--- src/rtl/tile_addr_pkg.sv ---
// Package: shared widths, walk state type and the pixel-size decoder.
// Assumes the pixel size is always 1 or 3 multiplied by a power of two.
package tile_addr_pkg;

    localparam int COORD_W  = 13;
    localparam int ADDR_W   = 32;
    localparam int BPP_W    = 5;
    localparam int TILE_LOG = 4;

    typedef enum logic [1:0] {
        ST_IDLE = 2'd0,
        ST_RUN  = 2'd1,
        ST_FIN  = 2'd2
    } walk_state_t;

    // A pixel size written as (mul3 ? 3 : 1) << shift, plus a legality bit.
    typedef struct packed {
        logic       ok;
        logic       mul3;
        logic [2:0] shift;
    } bpp_code_t;

    function automatic bpp_code_t decode_bpp(input logic [BPP_W-1:0] b);
        bpp_code_t c;
        c = '{ok: 1'b1, mul3: 1'b0, shift: 3'd0};
        case (b)
            5'd1:    c.shift = 3'd0;
            5'd2:    c.shift = 3'd1;
            5'd3:    c.mul3  = 1'b1;
            5'd4:    c.shift = 3'd2;
            5'd6:    begin c.mul3 = 1'b1; c.shift = 3'd1; end
            5'd8:    c.shift = 3'd3;
            5'd12:   begin c.mul3 = 1'b1; c.shift = 3'd2; end
            5'd16:   c.shift = 3'd4;
            default: c.ok = 1'b0;
        endcase
        return c;
    endfunction

endpackage

--- src/rtl/tile_bit_expand.sv ---
// Module: widens a BITS-wide value to 2*BITS bits.
// DUP=1 copies each bit into both positions of its pair.
// DUP=0 places each bit in the even position and puts zero in the odd one.
// Assumes nothing; purely combinational.
module tile_bit_expand #(
    parameter int BITS = 4,
    parameter bit DUP  = 1'b1
) (
    input  logic [BITS-1:0]   in_bits,
    output logic [2*BITS-1:0] out_bits
);
    // Route each input bit to its pair of output bits.
    for (genvar i = 0; i < BITS; i++) begin : g_pair
        assign out_bits[2*i] = in_bits[i];
        if (DUP) begin : g_dup
            assign out_bits[2*i+1] = in_bits[i];
        end else begin : g_gap
            assign out_bits[2*i+1] = 1'b0;
        end
    end
endmodule

--- src/rtl/tile_bpp_scale.sv ---
// Module: multiplies a pixel count by a pixel size given as (1 or 3) << shift.
// Uses one add and one shift, with no general multiplier.
// Assumes the result fits in OUT_W bits, or that wrapping modulo 2^OUT_W is acceptable.
module tile_bpp_scale #(
    parameter int IN_W  = 17,
    parameter int OUT_W = 32
) (
    input  logic [IN_W-1:0]  in_val,
    input  logic             mul3,
    input  logic [2:0]       shift,
    output logic [OUT_W-1:0] out_val
);
    logic [OUT_W-1:0] base;
    logic [OUT_W-1:0] tripled;

    // Optional times-three step, then the power-of-two shift.
    always_comb begin
        base    = OUT_W'(in_val);
        tripled = mul3 ? (base + (base << 1)) : base;
        out_val = tripled << shift;
    end
endmodule

--- src/rtl/tile_walk_ctrl.sv ---
// Module: job sequencer. It captures the configuration on start, walks the region
// in source order under the valid/ready handshake, and holds the per-row terms:
// the doubled-Y pattern, the tiled row base and the linear row base.
// Assumes cfg_x + cfg_w and cfg_y + cfg_h do not exceed 2^COORD_W.
module tile_walk_ctrl
    import tile_addr_pkg::*;
#(
    parameter int CW       = COORD_W,
    parameter int AW       = ADDR_W,
    parameter int BW       = BPP_W,
    parameter int TLOG     = TILE_LOG
) (
    input  logic              clk,
    input  logic              rst_n,
    input  logic              start,
    input  logic [CW-1:0]     cfg_x,
    input  logic [CW-1:0]     cfg_y,
    input  logic [CW-1:0]     cfg_w,
    input  logic [CW-1:0]     cfg_h,
    input  logic [AW-1:0]     cfg_lin_stride,
    input  logic [AW-1:0]     cfg_tile_stride,
    input  logic [BW-1:0]     cfg_bpp,
    input  logic              cfg_load,
    input  logic              out_ready,
    output logic              out_valid,
    output logic              done,
    output logic              err,
    output logic [CW-1:0]     cur_x,
    output logic [CW-1:0]     cur_y,
    output logic [2*TLOG-1:0] ydup,
    output logic [AW-1:0]     lin_addr,
    output logic [AW-1:0]     tile_row_base,
    output logic              bpp_mul3,
    output logic [2:0]        bpp_shift,
    output logic              role_load
);
    walk_state_t      state;
    bpp_code_t        code_in, code_r;
    logic [CW-1:0]    x0_r, w_r, h_r, sx, sy, cx, cy, cy_nxt;
    logic [AW-1:0]    lstride_r, tstride_r, lin_row, lin_col, tile_row_init;
    logic [BW-1:0]    bpp_r;
    logic             err_r, load_r, row_end, last_px;
    logic [TLOG-1:0]  ylo_sel;
    logic [2*TLOG-1:0] ydup_nxt, ydup_r;

    // Decode the offered pixel size and prepare the start-time row terms.
    always_comb begin
        code_in       = decode_bpp(cfg_bpp);
        cy_nxt        = cy + CW'(1);
        ylo_sel       = (state == ST_IDLE) ? cfg_y[TLOG-1:0] : cy_nxt[TLOG-1:0];
        tile_row_init = AW'({cfg_y[CW-1:TLOG], {TLOG{1'b0}}}) * cfg_tile_stride;
        row_end       = (sx == w_r - CW'(1));
        last_px       = row_end && (sy == h_r - CW'(1));
    end

    tile_bit_expand #(.BITS(TLOG), .DUP(1'b1)) u_ydup (
        .in_bits (ylo_sel),
        .out_bits(ydup_nxt)
    );

    // Sequencer and region counters; they move only on an accepted pair.
    always_ff @(posedge clk) begin
        if (!rst_n) begin
            state     <= ST_IDLE;
            code_r    <= '0;
            x0_r      <= '0;
            w_r       <= '0;
            h_r       <= '0;
            sx        <= '0;
            sy        <= '0;
            cx        <= '0;
            cy        <= '0;
            lstride_r <= '0;
            tstride_r <= '0;
            bpp_r     <= '0;
            lin_row   <= '0;
            lin_col   <= '0;
            tile_row_base <= '0;
            ydup_r    <= '0;
            err_r     <= 1'b0;
            load_r    <= 1'b0;
        end else begin
            case (state)
                ST_IDLE: begin
                    if (start) begin
                        code_r        <= code_in;
                        x0_r          <= cfg_x;
                        w_r           <= cfg_w;
                        h_r           <= cfg_h;
                        lstride_r     <= cfg_lin_stride;
                        tstride_r     <= cfg_tile_stride;
                        bpp_r         <= cfg_bpp;
                        load_r        <= cfg_load;
                        sx            <= '0;
                        sy            <= '0;
                        cx            <= cfg_x;
                        cy            <= cfg_y;
                        ydup_r        <= ydup_nxt;
                        lin_row       <= '0;
                        lin_col       <= '0;
                        tile_row_base <= tile_row_init;
                        err_r         <= !code_in.ok;
                        if (!code_in.ok || cfg_w == '0 || cfg_h == '0) begin
                            state <= ST_FIN;
                        end else begin
                            state <= ST_RUN;
                        end
                    end
                end
                ST_RUN: begin
                    if (out_ready) begin
                        if (last_px) begin
                            state <= ST_FIN;
                        end else if (row_end) begin
                            sx      <= '0;
                            cx      <= x0_r;
                            sy      <= sy + CW'(1);
                            cy      <= cy_nxt;
                            ydup_r  <= ydup_nxt;
                            lin_row <= lin_row + lstride_r;
                            lin_col <= '0;
                            if (cy_nxt[TLOG-1:0] == '0) begin
                                tile_row_base <= tile_row_base + (tstride_r << TLOG);
                            end
                        end else begin
                            sx      <= sx + CW'(1);
                            cx      <= cx + CW'(1);
                            lin_col <= lin_col + AW'(bpp_r);
                        end
                    end
                end
                default: state <= ST_IDLE;
            endcase
        end
    end

    // Drive the outputs from the held state.
    always_comb begin
        out_valid = (state == ST_RUN);
        done      = (state == ST_FIN);
        err       = (state == ST_FIN) && err_r;
        cur_x     = cx;
        cur_y     = cy;
        ydup      = ydup_r;
        lin_addr  = lin_row + lin_col;
        bpp_mul3  = code_r.mul3;
        bpp_shift = code_r.shift;
        role_load = load_r;
    end


    done_pulse_chk: assert property (@(posedge clk) disable iff (!rst_n)
        done |=> !done);


    bad_bpp_chk: assert property (@(posedge clk) disable iff (!rst_n)
        (state == ST_IDLE && start && !code_in.ok) |=> (done && err && !out_valid));


    empty_job_chk: assert property (@(posedge clk) disable iff (!rst_n)
        (state == ST_IDLE && start && code_in.ok && (cfg_w == '0 || cfg_h == '0))
        |=> (done && !err && !out_valid));


    start_ignored_chk: assert property (@(posedge clk) disable iff (!rst_n)
        (out_valid && !out_ready && start) |=> (out_valid && $stable(cx) && $stable(cy)));
endmodule

--- src/rtl/tile_addr_gen.sv ---
// Module: top of the tiled texture address generator. It combines the held
// row terms from the sequencer with the per-pixel spaced-X term to form the
// in-tile index. From that it builds the tiled and linear byte addresses and
// routes them to the read and write sides according to the direction.
// Assumes the consumer follows valid/ready and pulses start only when idle.
module tile_addr_gen
    import tile_addr_pkg::*;
#(
    parameter int CW   = COORD_W,
    parameter int AW   = ADDR_W,
    parameter int BW   = BPP_W,
    parameter int TLOG = TILE_LOG
) (
    input  logic          clk,
    input  logic          rst_n,
    input  logic          start,
    input  logic [CW-1:0] cfg_x,
    input  logic [CW-1:0] cfg_y,
    input  logic [CW-1:0] cfg_w,
    input  logic [CW-1:0] cfg_h,
    input  logic [AW-1:0] cfg_lin_stride,
    input  logic [AW-1:0] cfg_tile_stride,
    input  logic [BW-1:0] cfg_bpp,
    input  logic          cfg_load,
    output logic          out_valid,
    input  logic          out_ready,
    output logic [AW-1:0] rd_addr,
    output logic [AW-1:0] wr_addr,
    output logic          rd_is_tiled,
    output logic          done,
    output logic          err
);
    localparam int IDX_W  = 2 * TLOG;
    localparam int ELEM_W = CW + TLOG;

    logic [CW-1:0]     cur_x, cur_y;
    logic [IDX_W-1:0]  ydup, xspread, swz_idx;
    logic [AW-1:0]     lin_addr, tile_row_base, tile_off, tile_addr;
    logic [ELEM_W-1:0] elem;
    logic              bpp_mul3, role_load;
    logic [2:0]        bpp_shift;

    tile_walk_ctrl #(.CW(CW), .AW(AW), .BW(BW), .TLOG(TLOG)) u_walk (
        .clk            (clk),
        .rst_n          (rst_n),
        .start          (start),
        .cfg_x          (cfg_x),
        .cfg_y          (cfg_y),
        .cfg_w          (cfg_w),
        .cfg_h          (cfg_h),
        .cfg_lin_stride (cfg_lin_stride),
        .cfg_tile_stride(cfg_tile_stride),
        .cfg_bpp        (cfg_bpp),
        .cfg_load       (cfg_load),
        .out_ready      (out_ready),
        .out_valid      (out_valid),
        .done           (done),
        .err            (err),
        .cur_x          (cur_x),
        .cur_y          (cur_y),
        .ydup           (ydup),
        .lin_addr       (lin_addr),
        .tile_row_base  (tile_row_base),
        .bpp_mul3       (bpp_mul3),
        .bpp_shift      (bpp_shift),
        .role_load      (role_load)
    );

    tile_bit_expand #(.BITS(TLOG), .DUP(1'b0)) u_xspread (
        .in_bits (cur_x[TLOG-1:0]),
        .out_bits(xspread)
    );

    // In-tile index and element number along the tile row.
    always_comb begin
        swz_idx = ydup ^ xspread;
        elem    = {cur_x[CW-1:TLOG], swz_idx};
    end

    tile_bpp_scale #(.IN_W(ELEM_W), .OUT_W(AW)) u_scale (
        .in_val (elem),
        .mul3   (bpp_mul3),
        .shift  (bpp_shift),
        .out_val(tile_off)
    );

    // Final tiled address and the role routing.
    always_comb begin
        tile_addr   = tile_row_base + tile_off;
        rd_addr     = role_load ? tile_addr : lin_addr;
        wr_addr     = role_load ? lin_addr  : tile_addr;
        rd_is_tiled = role_load;
    end


    swizzle_idx_chk: assert property (@(posedge clk) disable iff (!rst_n)
        out_valid |-> (swz_idx == {cur_y[3], cur_x[3] ^ cur_y[3], cur_y[2], cur_x[2] ^ cur_y[2],
                                   cur_y[1], cur_x[1] ^ cur_y[1], cur_y[0], cur_x[0] ^ cur_y[0]}));


    hold_pair_chk: assert property (@(posedge clk) disable iff (!rst_n)
        (out_valid && !out_ready) |=> (out_valid && $stable(rd_addr) && $stable(wr_addr)));


    done_quiet_chk: assert property (@(posedge clk) disable iff (!rst_n)
        done |-> !out_valid);
endmodule

--- config.mk ---
export PLATFORM = sky130hd
export DESIGN_NAME = tile_addr_gen
export DESIGN_NICKNAME = d
export VERILOG_FILES = /design/src/rtl/tile_addr_pkg.sv /design/src/rtl/tile_bit_expand.sv /design/src/rtl/tile_bpp_scale.sv /design/src/rtl/tile_walk_ctrl.sv /design/src/rtl/tile_addr_gen.sv
export SDC_FILE = /design/constraint.sdc
export NUM_CORES = 1
export LEC_CHECK = 0
export BUFFER_PORTS_ARGS = -buffer_cell sky130_fd_sc_hd__buf_2
export CAP_MARGIN = 20
export CORE_MARGIN = 8
export CORE_UTILIZATION = 50
export DETAILED_ROUTE_END_ITERATION = 8
export PLACE_DENSITY = 0.65
export SETUP_SLACK_MARGIN = 0.4
export SLEW_MARGIN = 20
export SYNTH_ARGS = -nofsm -noshare
export SYNTH_HDL_FRONTEND = slang
export SYNTH_SLANG_ARGS = --single-unit
--- constraint.sdc ---
create_clock -name clk -period 7.8 [get_ports clk]
set_input_delay 1.56 -clock clk [delete_from_list [all_inputs] [get_ports clk]]
set_output_delay 1.56 -clock clk [all_outputs]
set_load 0.01 [all_outputs]
# ---- After elaboration in Yosys (flattened, before gate mapping)
# Index checks and enable logic that the tools add are counted.
dict set report op_classes {
  n_shift 1
  add_sub_neg 12
  n_eq_ne 18
  reduce_logical 19
  muxes 51
  bitwise_logic 1
  mul 1
}
# op n
set op_table {}
lappend op_table {{32-bit two-way mux} 15}
lappend op_table {{13-bit two-way mux} 15}
lappend op_table {{32-bit one-hot mux with 2 select lines} 3}
lappend op_table {{32-bit adder} 4}
lappend op_table {{13-bit one-hot mux with 2 select lines} 4}
lappend op_table {{13-bit by 1-bit adder with 13-bit output, second input constant} 4}
lappend op_table {{32-bit by 5-bit adder with 32-bit output} 1}
lappend op_table {{9-bit by 32-bit multiplier with 28-bit output} 1}
lappend op_table {{8-bit two-way mux} 4}
lappend op_table {{32-bit by 3-bit << shifter with 32-bit output} 1}
lappend op_table {{13-bit equality test} 2}
lappend op_table {{13-bit logical NOT} 2}
lappend op_table {{13-bit by 1-bit subtractor with 13-bit output, second input constant} 2}
lappend op_table {{17-bit by 18-bit adder with 19-bit output} 1}
lappend op_table {{8-bit one-hot mux with 2 select lines} 1}
lappend op_table {{3-bit one-hot mux with 4 select lines} 1}
lappend op_table {{5-bit by 2-bit equality test with 1-bit output, second input constant} 2}
lappend op_table {{5-bit by 3-bit equality test with 1-bit output, second input constant} 2}
lappend op_table {{5-bit by 4-bit equality test with 1-bit output, second input constant} 2}
lappend op_table {{2-bit two-way mux} 4}
lappend op_table {{2-bit by 1-bit != test with 1-bit output, second input constant} 4}
lappend op_table {{8-bit OR reduction} 1}
lappend op_table {{8-bit by 7-bit bitwise XOR with 8-bit output} 1}
lappend op_table {{6-bit AND reduction} 1}
lappend op_table {{other kinds (20)} 25}
dict set report totals {
  out_inout_bits 68
  input_bits 126
  register_bits 268
}

# ---- Logic depth before layout (Yosys ltp)
dict set report logic_depth {
  depth_word 9
  depth_mapped 26
  ltp_nobuf 25
}

# ---- Cells and area by module
# From an unflattened synthesis, not the netlist that was laid out.
dict set report hier_totals {
  hier_cells 3576
  hier_area_um2 27168.6
}
# mod area_each_um2 seq_area_each_um2 instances cells_each
set modules_own_cells {}
lappend modules_own_cells {tile_walk_ctrl 22272.6 5285.1 1 2834}
lappend modules_own_cells {tile_addr_gen 2620.0 0.0 1 412}
lappend modules_own_cells {tile_bpp_scale 2152.1 0.0 1 313}
lappend modules_own_cells {{tile_bit_expand at u_xspread} 63.8 0.0 1 9}
lappend modules_own_cells {{tile_bit_expand at u_walk.u_ydup} 60.1 0.0 1 8}

# ---- Least setup slack after synthesis
# OpenSTA, ideal clock, no wires.
dict set report synth_path {
  path_kind {input to register}
  startpoint {in cfg_y[12]}
  endpoint {reg u_walk.tile_row_base[31]}
  n_path_buf 2
  setup_time_ns 0.121
  path_stages 21
  slack_ns 0.840
  required_time_ns 7.679
  t_arrival_ns 6.839
  cell_sequence {clkbuf_1 clkbuf_1 nand2_1 fa_1 fa_1 inv_1 fa_1 inv_1 fa_1 inv_1 ha_1 or3_1 or2_2 o311a_1 a31o_2 a21o_1 a31o_2 a21o_1 a2111o_1 a21oi_1 o41ai_1}
}
dict set report synth_between {
  elab_chain_len 3
}
# element line_no
set synth_rtl {}
lappend synth_rtl {{start, declared} tile_addr_gen.sv:18} ;# input logic [CW-1:0] cfg_y,
lappend synth_rtl {{9-bit by 32-bit multiplier with 28-bit output} tile_walk_ctrl.sv:51} ;# tile_row_init = AW'({cfg_y[CW-1:TLOG], {TLOG{1'b0}}}) * cfg_tile_stride;
lappend synth_rtl {{32-bit two-way mux} tile_walk_ctrl.sv:85} ;# if (start) begin
lappend synth_rtl {{32-bit one-hot mux with 2 select lines} tile_walk_ctrl.sv:83} ;# case (state)
lappend synth_rtl {{end signal, assigned} tile_walk_ctrl.sv:101} ;# tile_row_base <= tile_row_init;
lappend synth_rtl {{end signal, assigned} tile_walk_ctrl.sv:123} ;# tile_row_base <= tile_row_base + (tstride_r << TLOG);
lappend synth_rtl {{end, declared} tile_walk_ctrl.sv:32} ;# output logic [AW-1:0] tile_row_base,
# No other way between the ends. The select of a mux whose other input is x is not followed.
# A chain may end at the register's enable or synchronous reset.

# ---- Worst setup path after layout
dict set report layout_path {
  startpoint {reg u_walk.cx[1], in the netlist u_walk.cur_x[1]}
  endpoint {out rd_addr[23]}
}
dict set report layout_between {
  elab_chain_len 6
}
# element line_no
set layout_rtl {}
lappend layout_rtl {{start, declared} tile_walk_ctrl.sv:39} ;# logic [CW-1:0] x0_r, w_r, h_r, sx, sy, cx, cy, cy_nxt;
lappend layout_rtl {{start signal, assigned} tile_walk_ctrl.sv:96} ;# cx <= cfg_x;
lappend layout_rtl {{start signal, assigned} tile_walk_ctrl.sv:116} ;# cx <= x0_r;
lappend layout_rtl {{start signal, assigned} tile_walk_ctrl.sv:127} ;# cx <= cx + CW'(1);
lappend layout_rtl {{8-bit by 7-bit bitwise XOR with 8-bit output *} tile_addr_gen.sv:76} ;# swz_idx = ydup ^ xspread;
lappend layout_rtl {{17-bit by 18-bit adder with 19-bit output} tile_bpp_scale.sv:19} ;# tripled = mul3 ? (base + (base << 1)) : base;
lappend layout_rtl {{32-bit two-way mux *} tile_bpp_scale.sv:19}
lappend layout_rtl {{32-bit by 3-bit << shifter with 32-bit output *} tile_bpp_scale.sv:20} ;# out_val = tripled << shift;
lappend layout_rtl {{32-bit adder *} tile_addr_gen.sv:89} ;# tile_addr = tile_row_base + tile_off;
lappend layout_rtl {{32-bit two-way mux *} tile_addr_gen.sv:90} ;# rd_addr = role_load ? tile_addr : lin_addr;
lappend layout_rtl {{end, declared} tile_addr_gen.sv:27} ;# output logic [AW-1:0] rd_addr,
# Every way passes the cells marked *; elsewhere a longest branch is shown, timed or not.

==> impl_metrics.ini <==
[timing]
grt_setup_unrepaired = no
tightest_slew_ns = 1.043
drv_slew = 0
post-route-min-period_ns = 7.287
fmax_mhz = 137.2
setup_viol = 0
period_share = 0.9342
clock-skew-final_ns = 0.02373
max_slew_margin = 0.3040
fin_setup_tns_ns = 0
hold_viol = 0

[global_routing]
grt_util_all_layers = 0.2412
grt_overflow = 0
grt_max_degree = 95
antenna_found_initial = 5
first_global_vias = 23560
grt_pass1_wl_mm = 120.0

[pwr]
power_density_mw_per_mm2 = 232.1
ir_drop_mv = 0.1974
p_leak_nw = 13.05

[die]
start_util = 0.5069
core_mm2 = 0.05017
dieArea_mm2 = 0.05834
dieWidth_um = 241.5
io_pins = 194
fp-row-count = 82
die_h_um = 241.5

[clocking]
htree_levels = 1
clkSlewWorstSetupHoldPaths_ns = 0.06
cts.sinks = 251
cts_tree = yes
cts_buffers = 29
worstSkewPairLatency_ns = 0.58
root_buffer = clkbuf_16
cts_buffer_depth = 3
cts_hold_repair.buffers = 0

[worst_setup_path]
cp_common_cell = buf_4
startpoint_type = flip-flop
slowest_stage = or3_1
cpPeakStageDelay_ns = 0.34
cp_max_fo = 6
critPathArrivalTime_ns = 5.73
required_ns = 6.24
crit_type = flip-flop to primary output
end_kind = primary output

[synth]
syn_area_per_cell_um2 = 7.635
syn_area_mm2 = 0.02543
synth_edf_count = 0
yosysMostFrequentCell = nand2_1
ys.flop_type = dfxtp_1
syn_inst = 3331
synth_area_leaders = dfxtp_1 (20%), fa_1 (12%), ha_1 (8.8%)
synth_commonest_cells = nand2_1 (564), a21oi_1 (287), dfxtp_1 (251), inv_1 (250), nor2_1 (236)
synth_cell_types = 86
ys_warn_count = 0
yosysSeqAreaShare = 0.1976
synth_fp_nets = 3791
synthArstFlopShare = 0
synth_top_area_frac = 0.1976
yosysTopAreaCell = dfxtp_1
yosys_register_bits = 251

[drt]
vias = 24020
drc_errors = 0
wirelength_mm = 74.32
drt-wirelength-per-cell_um = 17.92
drt_iter0_drc = 1633
firstDrtPassIters = 7
viasPerCell = 5.791
final_antenna_net_count = 0

[final_layout]
syn_to_final_growth_pct = 13.57
drive_gt1_frac = 0.1394
fin_area_mm2 = 0.02889
stdcell_count = 4147
layout.nets = 3911
seq_area_mm2 = 0.005046
fill_cells = 4628
multi_input_area_mm2 = 0.01959
fin_util = 0.5757

[status]
status = finished, final reports clean

[placement]
post-dp-hpwl_mm = 56.54
place_area_mm2 = 0.02684
placed_cells = 4057
port_buffers = 189
finalWeightedCongestion = 0.9001

[worst_hold_path]
hold_path.class = flip-flop to flip-flop

[flow_run]
maxCapViolCount = 0
## sequential cells by signal, indices dropped and copies added, names as in the netlist, 28 cells and up
name,count
u_walk.lin_row,32
u_walk.lstride_r,32
u_walk.tstride_r,28
u_walk.lin_col,32
u_walk.tile_row_base,28
## path summary, 6_finish.rpt
kind / startpoint / to / slack, ns / cells past startpoint
setup / recovery: u_walk.cur_x[1] / rd_addr[23] / 0.51 / 27
hold reg to reg: u_walk.x0_r[12] / u_walk.x0_r[12] / 0.46 / 2
hold / removal: u_walk.x0_r[12] / u_walk.x0_r[12] / 0.46 / 2
setup reg to reg: u_walk.w_r[0] / u_walk.tile_row_base[31] / 2.89 / 12
## report_power, final
part / total (mW) / leakage (nW) / internal, mW / switching (mW)
logic: 3.74 / 10.5 / 1.58 / 2.16
clock network: 1.44 / 0.504 / 0.866 / 0.577
registers: 1.52 / 2.05 / 1.39 / 0.131
## cell type report
type,count,area share
inverters,252,0.03292
well taps,672,0.02911
clock inverters,15,0.006194
repair buffers,255,0.05029
diodes,2,0.0001733
flip-flops and latches,251,0.1747
clock buffers,38,0.02837
multi-input cells,2662,0.6782
## per-stage QoR
step | setup slack, ns | hold WS, ns | total power [mW]
2_1_floorplan | 0.8398 | 0.4360 | 4.152
3_3_place_gp | 0.4929 | 0.4438 | 4.987
3_5_place_dp | 0.3295 | 0.4488 | 5.076
4_1_cts | 0.4089 | 0.4585 | 6.613
5_1_grt | 0.3236 | 0.4692 | 7.254
6_report | 0.5132 | 0.4564 | 6.705
## metal layers
metal  wire length [µm]  part of all wire  track usage
met5                 11           0.00015            0
met4               1295             0.017      0.05121
met3               4407             0.059      0.03208
met1              33810              0.45       0.3296
met2              34800              0.47       0.4032
## layout by cell type (no fill, tap or decap), types with 18 or more instances in the layout
cell type / n
a211oi_1: 56
a21o_1: 76
a21oi_1: 273
a31oi_1: 21
and2_1: 129
and3_1: 28
buf_2: 189
buf_4: 63
clkbuf_16: 29
dfxtp_1: 242
fa_1: 155
ha_1: 162
inv_1: 246
mux2_2: 28
mux2i_1: 25
nand2_1: 563
nand2b_1: 18
nand3_1: 57
nand4_1: 23
nor2_1: 232
nor2b_1: 19
nor3_1: 61
nor4_1: 18
o21a_1: 23
o21ai_0: 142
or3_1: 29
xnor2_1: 128
xor2_1: 85
## critical path, delay by kind of cell, from the launching register on
family | cells | cell delay, ns
buffers and inverters | 6 | 0.83
AO/OA/AOI/OAI | 9 | 1.63
XOR/XNOR | 2 | 0.31
multiplexers | 3 | 0.55
adder cells (fa/ha/maj) | 3 | 0.86
AND/OR/NAND/NOR | 4 | 0.62
flip-flops | 1 | 0.33
## kinds of logic after synthesis
family / share of synthesized area
compound gates: 0.1958
xor+xnor: 0.07699
fa+ha+maj: 0.2104
buf+inv: 0.06233
flops: 0.1976
mux: 0.03070
other cells: 0.0001474
simple gates: 0.2262
## repair_timing
action,CTS,global route
pin swaps,16,49
endpoints found under the setup margin,36,36
buffers inserted,12,23
gates resized for setup,65,93
endpoints found under the hold margin,0,0
(Power assumes the default switching activity.)
